[config.mk]
export PLATFORM = sky130hd
export DESIGN_NAME = path_parity_monitor
export DESIGN_NICKNAME = d
export VERILOG_FILES = /design/src/rtl/path_parity_monitor.sv
export SDC_FILE = /design/constraint.sdc
export NUM_CORES = 1
export LEC_CHECK = 0
export BUFFER_PORTS_ARGS = -buffer_cell sky130_fd_sc_hd__buf_2
export CAP_MARGIN = 30
export CORE_MARGIN = 10
export CORE_UTILIZATION = 54
export DETAILED_ROUTE_END_ITERATION = 16
export PLACE_DENSITY = 0.75
export SETUP_SLACK_MARGIN = 0.2
export SLEW_MARGIN = 0
export SYNTH_ARGS = -nofsm -noshare
export SYNTH_HDL_FRONTEND = slang
export SYNTH_SLANG_ARGS = --single-unit
export TNS_END_PERCENT = 5
[constraint.sdc]
create_clock -name clk -period 6.6 [get_ports clk]
set_input_delay 0.33 -clock clk [delete_from_list [all_inputs] [get_ports clk]]
set_output_delay 0.33 -clock clk [all_outputs]
set_load 0.1 [all_outputs]
[src/rtl/path_parity_monitor.sv]
module path_parity_monitor #(
  parameter int CNT_W = 16
) (
  input  logic             clk,
  input  logic             rst_n,
  input  logic [7:0]       rx_byte,
  input  logic             pay_valid,
  input  logic             frame_start,
  input  logic             b3_strobe,
  input  logic             g1_strobe,
  input  logic             acc_block_mode,
  input  logic             rei_block_mode,
  input  logic             latch_stb,
  output logic [CNT_W-1:0] bip_count,
  output logic [CNT_W-1:0] rei_count,
  output logic [CNT_W-1:0] bip_hold,
  output logic [CNT_W-1:0] rei_hold,
  output logic [3:0]       rei_out,
  output logic             bip_err
);

  localparam logic [CNT_W-1:0] CNT_MAX = '1;

  function automatic logic [3:0] ones8(input logic [7:0] v);
    logic [3:0] n;
    n = '0;
    for (int i = 0; i < 8; i++) n = n + {3'b000, v[i]};
    return n;
  endfunction

  function automatic logic [CNT_W-1:0] sat_add(input logic [CNT_W-1:0] a, input logic [3:0] b);
    logic [CNT_W:0] s;
    s = {1'b0, a} + {{(CNT_W-3){1'b0}}, b};
    return s[CNT_W] ? CNT_MAX : s[CNT_W-1:0];
  endfunction

  logic [7:0] acc_q, ref_q;
  logic       seen_q, ref_ok_q;

  wire [7:0] ref_now   = frame_start ? acc_q  : ref_q;
  wire       ref_valid = frame_start ? seen_q : ref_ok_q;
  wire       check     = b3_strobe && ref_valid;
  wire [7:0] diff      = rx_byte ^ ref_now;
  wire [3:0] bit_errs  = ones8(diff);
  wire       blk_err   = |diff;

  wire [3:0] bip_inc = !check ? 4'd0 : (acc_block_mode ? {3'b000, blk_err} : bit_errs);
  wire [3:0] g1_fld  = rx_byte[7:4];
  wire [3:0] rei_inc = (g1_strobe && g1_fld <= 4'd8) ? g1_fld : 4'd0;

  always_ff @(posedge clk) begin
    if (!rst_n) begin
      acc_q    <= '0;
      ref_q    <= '0;
      seen_q   <= 1'b0;
      ref_ok_q <= 1'b0;
    end else if (frame_start) begin
      acc_q    <= pay_valid ? rx_byte : 8'h00;
      ref_q    <= acc_q;
      ref_ok_q <= seen_q;
      seen_q   <= 1'b1;
    end else if (pay_valid) begin
      acc_q    <= acc_q ^ rx_byte;
    end
  end

  always_ff @(posedge clk) begin
    if (!rst_n) begin
      bip_count <= '0;
      rei_count <= '0;
      bip_hold  <= '0;
      rei_hold  <= '0;
    end else if (latch_stb) begin
      bip_hold  <= bip_count;
      rei_hold  <= rei_count;
      bip_count <= {{(CNT_W-4){1'b0}}, bip_inc};
      rei_count <= {{(CNT_W-4){1'b0}}, rei_inc};
    end else begin
      bip_count <= sat_add(bip_count, bip_inc);
      rei_count <= sat_add(rei_count, rei_inc);
    end
  end

  always_ff @(posedge clk) begin
    if (!rst_n) begin
      bip_err <= 1'b0;
      rei_out <= '0;
    end else begin
      bip_err <= check && blk_err;
      if (check) rei_out <= rei_block_mode ? {3'b000, blk_err} : bit_errs;
    end
  end

endmodule

# Word-level counts from Yosys, hierarchy flattened
# Index checks and enable logic that the tools add are counted.
op_classes:
  n_addsub: 9
  multipliers: 0
  div_mod_pow: 0
  magnitude_cmp: 1
  n_eq_ne: 0
  n_shift: 0
  n_mux: 13
  n_bitwise: 3
  reduce_logical: 6
ops:
  columns: ["operator", "n"]
  rows:
  - ["16-bit by 4-bit adder with 17-bit output", 2]
  - ["16-bit 2-to-1 mux", 2]
  - ["8-bit 2-to-1 mux", 4]
  - ["4-bit 2-to-1 mux", 6]
  - ["4-bit by 1-bit adder with 4-bit output", 4]
  - ["8-bit XOR", 2]
  - ["8-bit OR reduction", 1]
  - ["3-bit by 1-bit adder with 4-bit output", 1]
  - ["4-bit <= comparator, second input constant", 1]
  - ["2-bit by 1-bit adder with 3-bit output", 1]
  - ["1-bit logical AND", 3]
  - ["1-bit by 1-bit adder with 2-bit output", 1]
  - ["2-bit nonzero test", 1]
  - ["2-bit OR reduction", 1]
  - ["1-bit 2-to-1 mux", 1]
  - ["1-bit NOT", 1]
totals:
  ff_bits: 87
  latch_bits: 0
  ram_bits: 0
  mem_bits_ro: 0
  input_bits: 17
  elab_cells: 44
  n_memories: 0

# Logic depth before layout (Yosys ltp)
logic_depth:
  word_depth: 14
  ltp_mapped: 21
  depth_no_buf: 20

# Least setup slack after synthesis
# OpenSTA, ideal clock, no wires.
synth_timing:
  path_kind: "input to register"
  start: "input frame_start"
  end: "register bip_count[15]"
  arrival_time_ns: 4.992
  setup_slack_ns: 1.517
  stages: 19
  path_buffers: 2
  path_cell_list: "buf_6 clkbuf_1 mux2i_1 xnor2_1 fa_1 fa_1 inv_1 fa_1 inv_1 ha_1 fa_1 xnor2_1 nor3_1 ha_1 nand3_1 o211ai_1 nor3b_2 a31oi_1 a311oi_1"
synth_between:
  elab_chain_cells: 13
  elab_cells_between_ends: 16
  cone_classes: "8 x add/sub; 5 x mux; 1 x bitwise; 2 x reduce/logical"
synth_rtl:
  columns: ["element", "line", "text"]
  rows:
  - ["start, declared", "8", "input logic frame_start,"]
  - ["8-bit 2-to-1 mux", null, null]
  - ["8-bit XOR", "43", "wire [7:0] diff = rx_byte ^ ref_now;"]
  - ["1-bit by 1-bit adder with 2-bit output", "27", "for (int i = 0; i < 8; i++) n = n + {3'b000, v[i]};"]
  - ["2-bit by 1-bit adder with 3-bit output", "27", null]
  - ["3-bit by 1-bit adder with 4-bit output", "27", null]
  - ["4-bit by 1-bit adder with 4-bit output (4 in a row)", "27", null]
  - ["4-bit 2-to-1 mux", "47", "wire [3:0] bip_inc = !check ? 4'd0 : (acc_block_mode ? {3'b000, blk_err} : bit_errs);"]
  - ["4-bit 2-to-1 mux (*)", "47", null]
  - ["16-bit by 4-bit adder with 17-bit output (*)", "33", "s = {1'b0, a} + {{(CNT_W-3){1'b0}}, b};"]
  - ["16-bit 2-to-1 mux (*)", "34", "return s[CNT_W] ? CNT_MAX : s[CNT_W-1:0];"]
  - ["end signal, assigned", "76", "bip_count <= {{(CNT_W-4){1'b0}}, bip_inc};"]
  - ["end signal, assigned", "79", "bip_count <= sat_add(bip_count, bip_inc);"]
  - ["end, declared", "14", "output logic [CNT_W-1:0] bip_count,"]
# Mark *: on every way between the ends. The rest lies on a longest branch, timed or not.
# A chain may end at the register's enable or synchronous reset.

# Final worst setup path
layout_timing:
  start: "input frame_start"
  end: "register bip_count[0]"
layout_between:
  elab_chain_cells: 14
  elab_cells_between_ends: 17
  cone_classes: "8 x add/sub; 6 x mux; 1 x bitwise; 2 x reduce/logical"
layout_rtl:
  columns: ["element", "line", "text"]
  rows:
  - ["8-bit 2-to-1 mux", null, null]
  - ["8-bit XOR", "43", null]
  - ["1-bit by 1-bit adder with 2-bit output", "27", null]
  - ["2-bit by 1-bit adder with 3-bit output", "27", null]
  - ["3-bit by 1-bit adder with 4-bit output", "27", null]
  - ["4-bit by 1-bit adder with 4-bit output (4 in a row)", "27", null]
  - ["4-bit 2-to-1 mux", "47", null]
  - ["4-bit 2-to-1 mux (*)", "47", null]
  - ["16-bit by 4-bit adder with 17-bit output", "33", null]
  - ["16-bit 2-to-1 mux", "34", null]
  - ["4-bit 2-to-1 mux (*)", "73", "end else if (latch_stb) begin"]
# Marks and branches as above.

==> flow_metrics.tcl <==
set metrics [dict create \
    post_cts.repair.setup_buffers 0 \
    gp_congestion 0.833 \
    ctsResizeCount 0 \
    endpoint_kind "register" \
    cts_hold_buf 0 \
    multi_input_area_sq_um 2140 \
    dpl_worst_slack_ns 0.917 \
    fin_ws_ns 1.32 \
    final_common_cell "dfxtp_1" \
    timing.fmax_mhz 189 \
    syn-num-nets 473 \
    avgSynthCellArea_sq_um 9.25 \
    antenna_found_initial 0 \
    start_util_pct 55.6 \
    via_per_inst 5.17 \
    drcViolationCount 0 \
    fill_cells 663 \
    syn_area_sq_um 4050 \
    htree_levels 3 \
    seq_area_sq_um 1740 \
    pin_count 86 \
    detail_route.wirelength_um 9160 \
    crit_family "adder cells" \
    cp_max_fo 18 \
    clockRootBuffer "clkbuf_8" \
    arrival_ns 5.54 \
    core-area_sq_um 7290 \
    relSlewSlack_pct 45.7 \
    powerDensity_nw_per_um2 228 \
    crit_top_cell "fa_1" \
    antenna_cells 0 \
    clock-sinks 87 \
    clk_pin_slew_ns 0.08 \
    port-buffer-count 85 \
    grt_pass1_wl_um 15800 \
    max_stage_delay_ns 0.55 \
    grt_start_max_net_pins 59 \
    synth-seq-cells 87 \
    worst_slew_pin_slew_ns 0.812 \
    synth_edf_count 0 \
    finalHoldViolCount 0 \
    cts_tree "yes" \
    finalSetupViolations 0 \
    cellLeakagePower_nw 2.07 \
    status "finished clean" \
    async_flop_share_pct 0 \
    cp-start-kind "primary input" \
    drtPass1Iterations 4 \
    fin_crit_sh_pct 80.0 \
    grt_remaining_overflow 0 \
    area_growth_pct 16.5 \
    grt.total_usage_pct 16.6 \
    insertion_delay_ns 0.36 \
    avgRoutedWirePerCell_um 14.8 \
    drv_cap 0 \
    grt_pass1_vias 3274 \
    holdCritStartpoint "rei_block_mode" \
    rsz0062_at_grt "false" \
    cp-startpoint "frame_start" \
    die_w_um 107 \
    drtAntennaViolNets 0 \
    hp-class "in2reg" \
    clk_path_buf_depth 2 \
    ir_worst_vdd_mv 0.111 \
    required_ns 6.86 \
    die_h_um 107 \
    drt-initial-drc-count 139 \
    period_minus_slack_ns 5.28 \
    r2r-start "acc_q[0]" \
    rows 31 \
    die_area_sq_um 11400 \
    syn_inst 438 \
    drive_above_1_share_pct 21.3 \
    synthFlopType "dfxtp_1" \
    crit_chain "buf_2, mux2i_1, xor2_1, inv_1, fa_1, fa_1, inv_1, fa_1, inv_1, ha_1, fa_1, xnor2_1, nor3_1, ha_1, nor2b_1, o31ai_2, or3_4, a21oi_1, a31o_1" \
    slew_viol_final 0 \
    vias 3203 \
    layout_common_cells "dfxtp_1 (87), buf_2 (85), nor2_1 (74)" \
    cpMaxStageDelayCell "fa_1" \
    ys_seq_area_share_pct 43.0 \
    nNetsFinal 551 \
    fin_setup_tns_ns 0 \
    path_class "in2reg" \
    finClkSkew_ns 0.0108 \
    cts_buffers 9 \
    hpwlAfterDp_um 6710 \
    ys_types 47 \
    ys_warn_count 0 \
    crit_buf_inv 4 \
]
[layer usage]
metal / vias up / wire length [um] / GRT usage (%)
li1: 1629 / - / -
met1: 1487 / 4070 / 20.5
met2: 80 / 4330 / 25.9
met3: 7 / 668 / 6.35
met4: 0 / 87 / 5.61
met5: - / 0 / 0
[Yosys cell counts (5+ instances only)]
| master | instances | area, sq um |
|---|---|---|
| dfxtp_1 | 87 | 1740 |
| nor2_1 | 74 | 278 |
| mux2i_1 | 43 | 430 |
| nand2_1 | 28 | 105 |
| a21oi_1 | 25 | 125 |
| xnor2_1 | 24 | 210 |
| inv_1 | 20 | 75.1 |
| nand3_1 | 14 | 70.1 |
| ha_1 | 12 | 150 |
| xor2_1 | 11 | 96.3 |
| nand2b_1 | 10 | 62.6 |
| clkbuf_1 | 9 | 33.8 |
| nor3_1 | 8 | 40.0 |
| o21ai_0 | 7 | 35.0 |
| buf_1 | 6 | 22.5 |
| fa_1 | 6 | 120 |
| nor2b_1 | 5 | 31.3 |
[worst reg2reg max path: stages, from the launching register on]
cell and delay (ns):
dfxtp_1 0.32, mux2i_1 0.22, xor2_1 0.23, inv_1 0.09
fa_1 0.50, fa_1 0.55, inv_1 0.06, fa_1 0.53
inv_1 0.04, ha_1 0.22, fa_1 0.39, xnor2_1 0.15
nor3_1 0.23, ha_1 0.32, nor2b_1 0.18, o31ai_2 0.45
or3_4 0.32, a21oi_1 0.09, a31o_1 0.21
[cells by family after synthesis]
family,Yosys count,synth area share [%]
multiplexers,43,10.6
XOR/XNOR,35,7.57
buffers and inverters,40,4.17
AO/OA/AOI/OAI,58,9.67
AND/OR/NAND/NOR,157,18.3
flip-flops,87,43.0
adder cells (fa/ha/maj),18,6.67
[path summary, 6_finish.rpt]
kind / to / slack, ns / depth (start not counted)
hold reg to reg: seen_q / 0.48 / 2
hold / removal: rei_out[0] / 0.29 / 3
setup / recovery: bip_count[0] / 1.32 / 19
setup reg to reg: bip_count[0] / 1.38 / 18
[through the flow]
stage | utilization, % | power [mW] | hold WS [ns] | instance area [sq um] | cells
floorplan | - | 0.715 | 0.440 | 4050 | 438
global placement | 61.8 | 0.748 | 0.459 | 4510 | 602
detailed placement | 61.8 | 0.755 | 0.465 | 4510 | 602
CTS | 64.2 | 1.09 | 0.271 | 4680 | 618
global route | 64.7 | 1.13 | 0.290 | 4720 | 620
finish | 64.7 | 1.07 | 0.292 | 4720 | 620
[where the power goes]
| group | total [mW] | internal, mW | switching [mW] |
|---|---|---|---|
| Clock | 0.330 | 0.139 | 0.191 |
| Combinational | 0.200 | 0.0681 | 0.132 |
| Sequential | 0.544 | 0.537 | 0.00741 |
| Total | 1.07 | 0.743 | 0.331 |
[state kept, by name, summed over array words and instances (netlist names)]
| register | cells |
|---|---|
| bip_err | 1 |
| rei_out | 4 |
| acc_q | 8 |
| rei_hold | 16 |
| bip_hold | 16 |
| ref_ok_q | 1 |
| bip_count | 16 |
| rei_count | 16 |
| seen_q | 1 |
| ref_q | 8 |
[layout make-up]
type,instances,share of cell area [%]
Timing Repair Buffer,87,9.86
Clock buffer,10,2.70
Multi-Input combinational cell,311,45.4
Tap cell,99,2.62
Inverter,20,1.59
Sequential cell,87,36.9
Clock inverter,6,0.954
(Power assumes the default switching activity.)
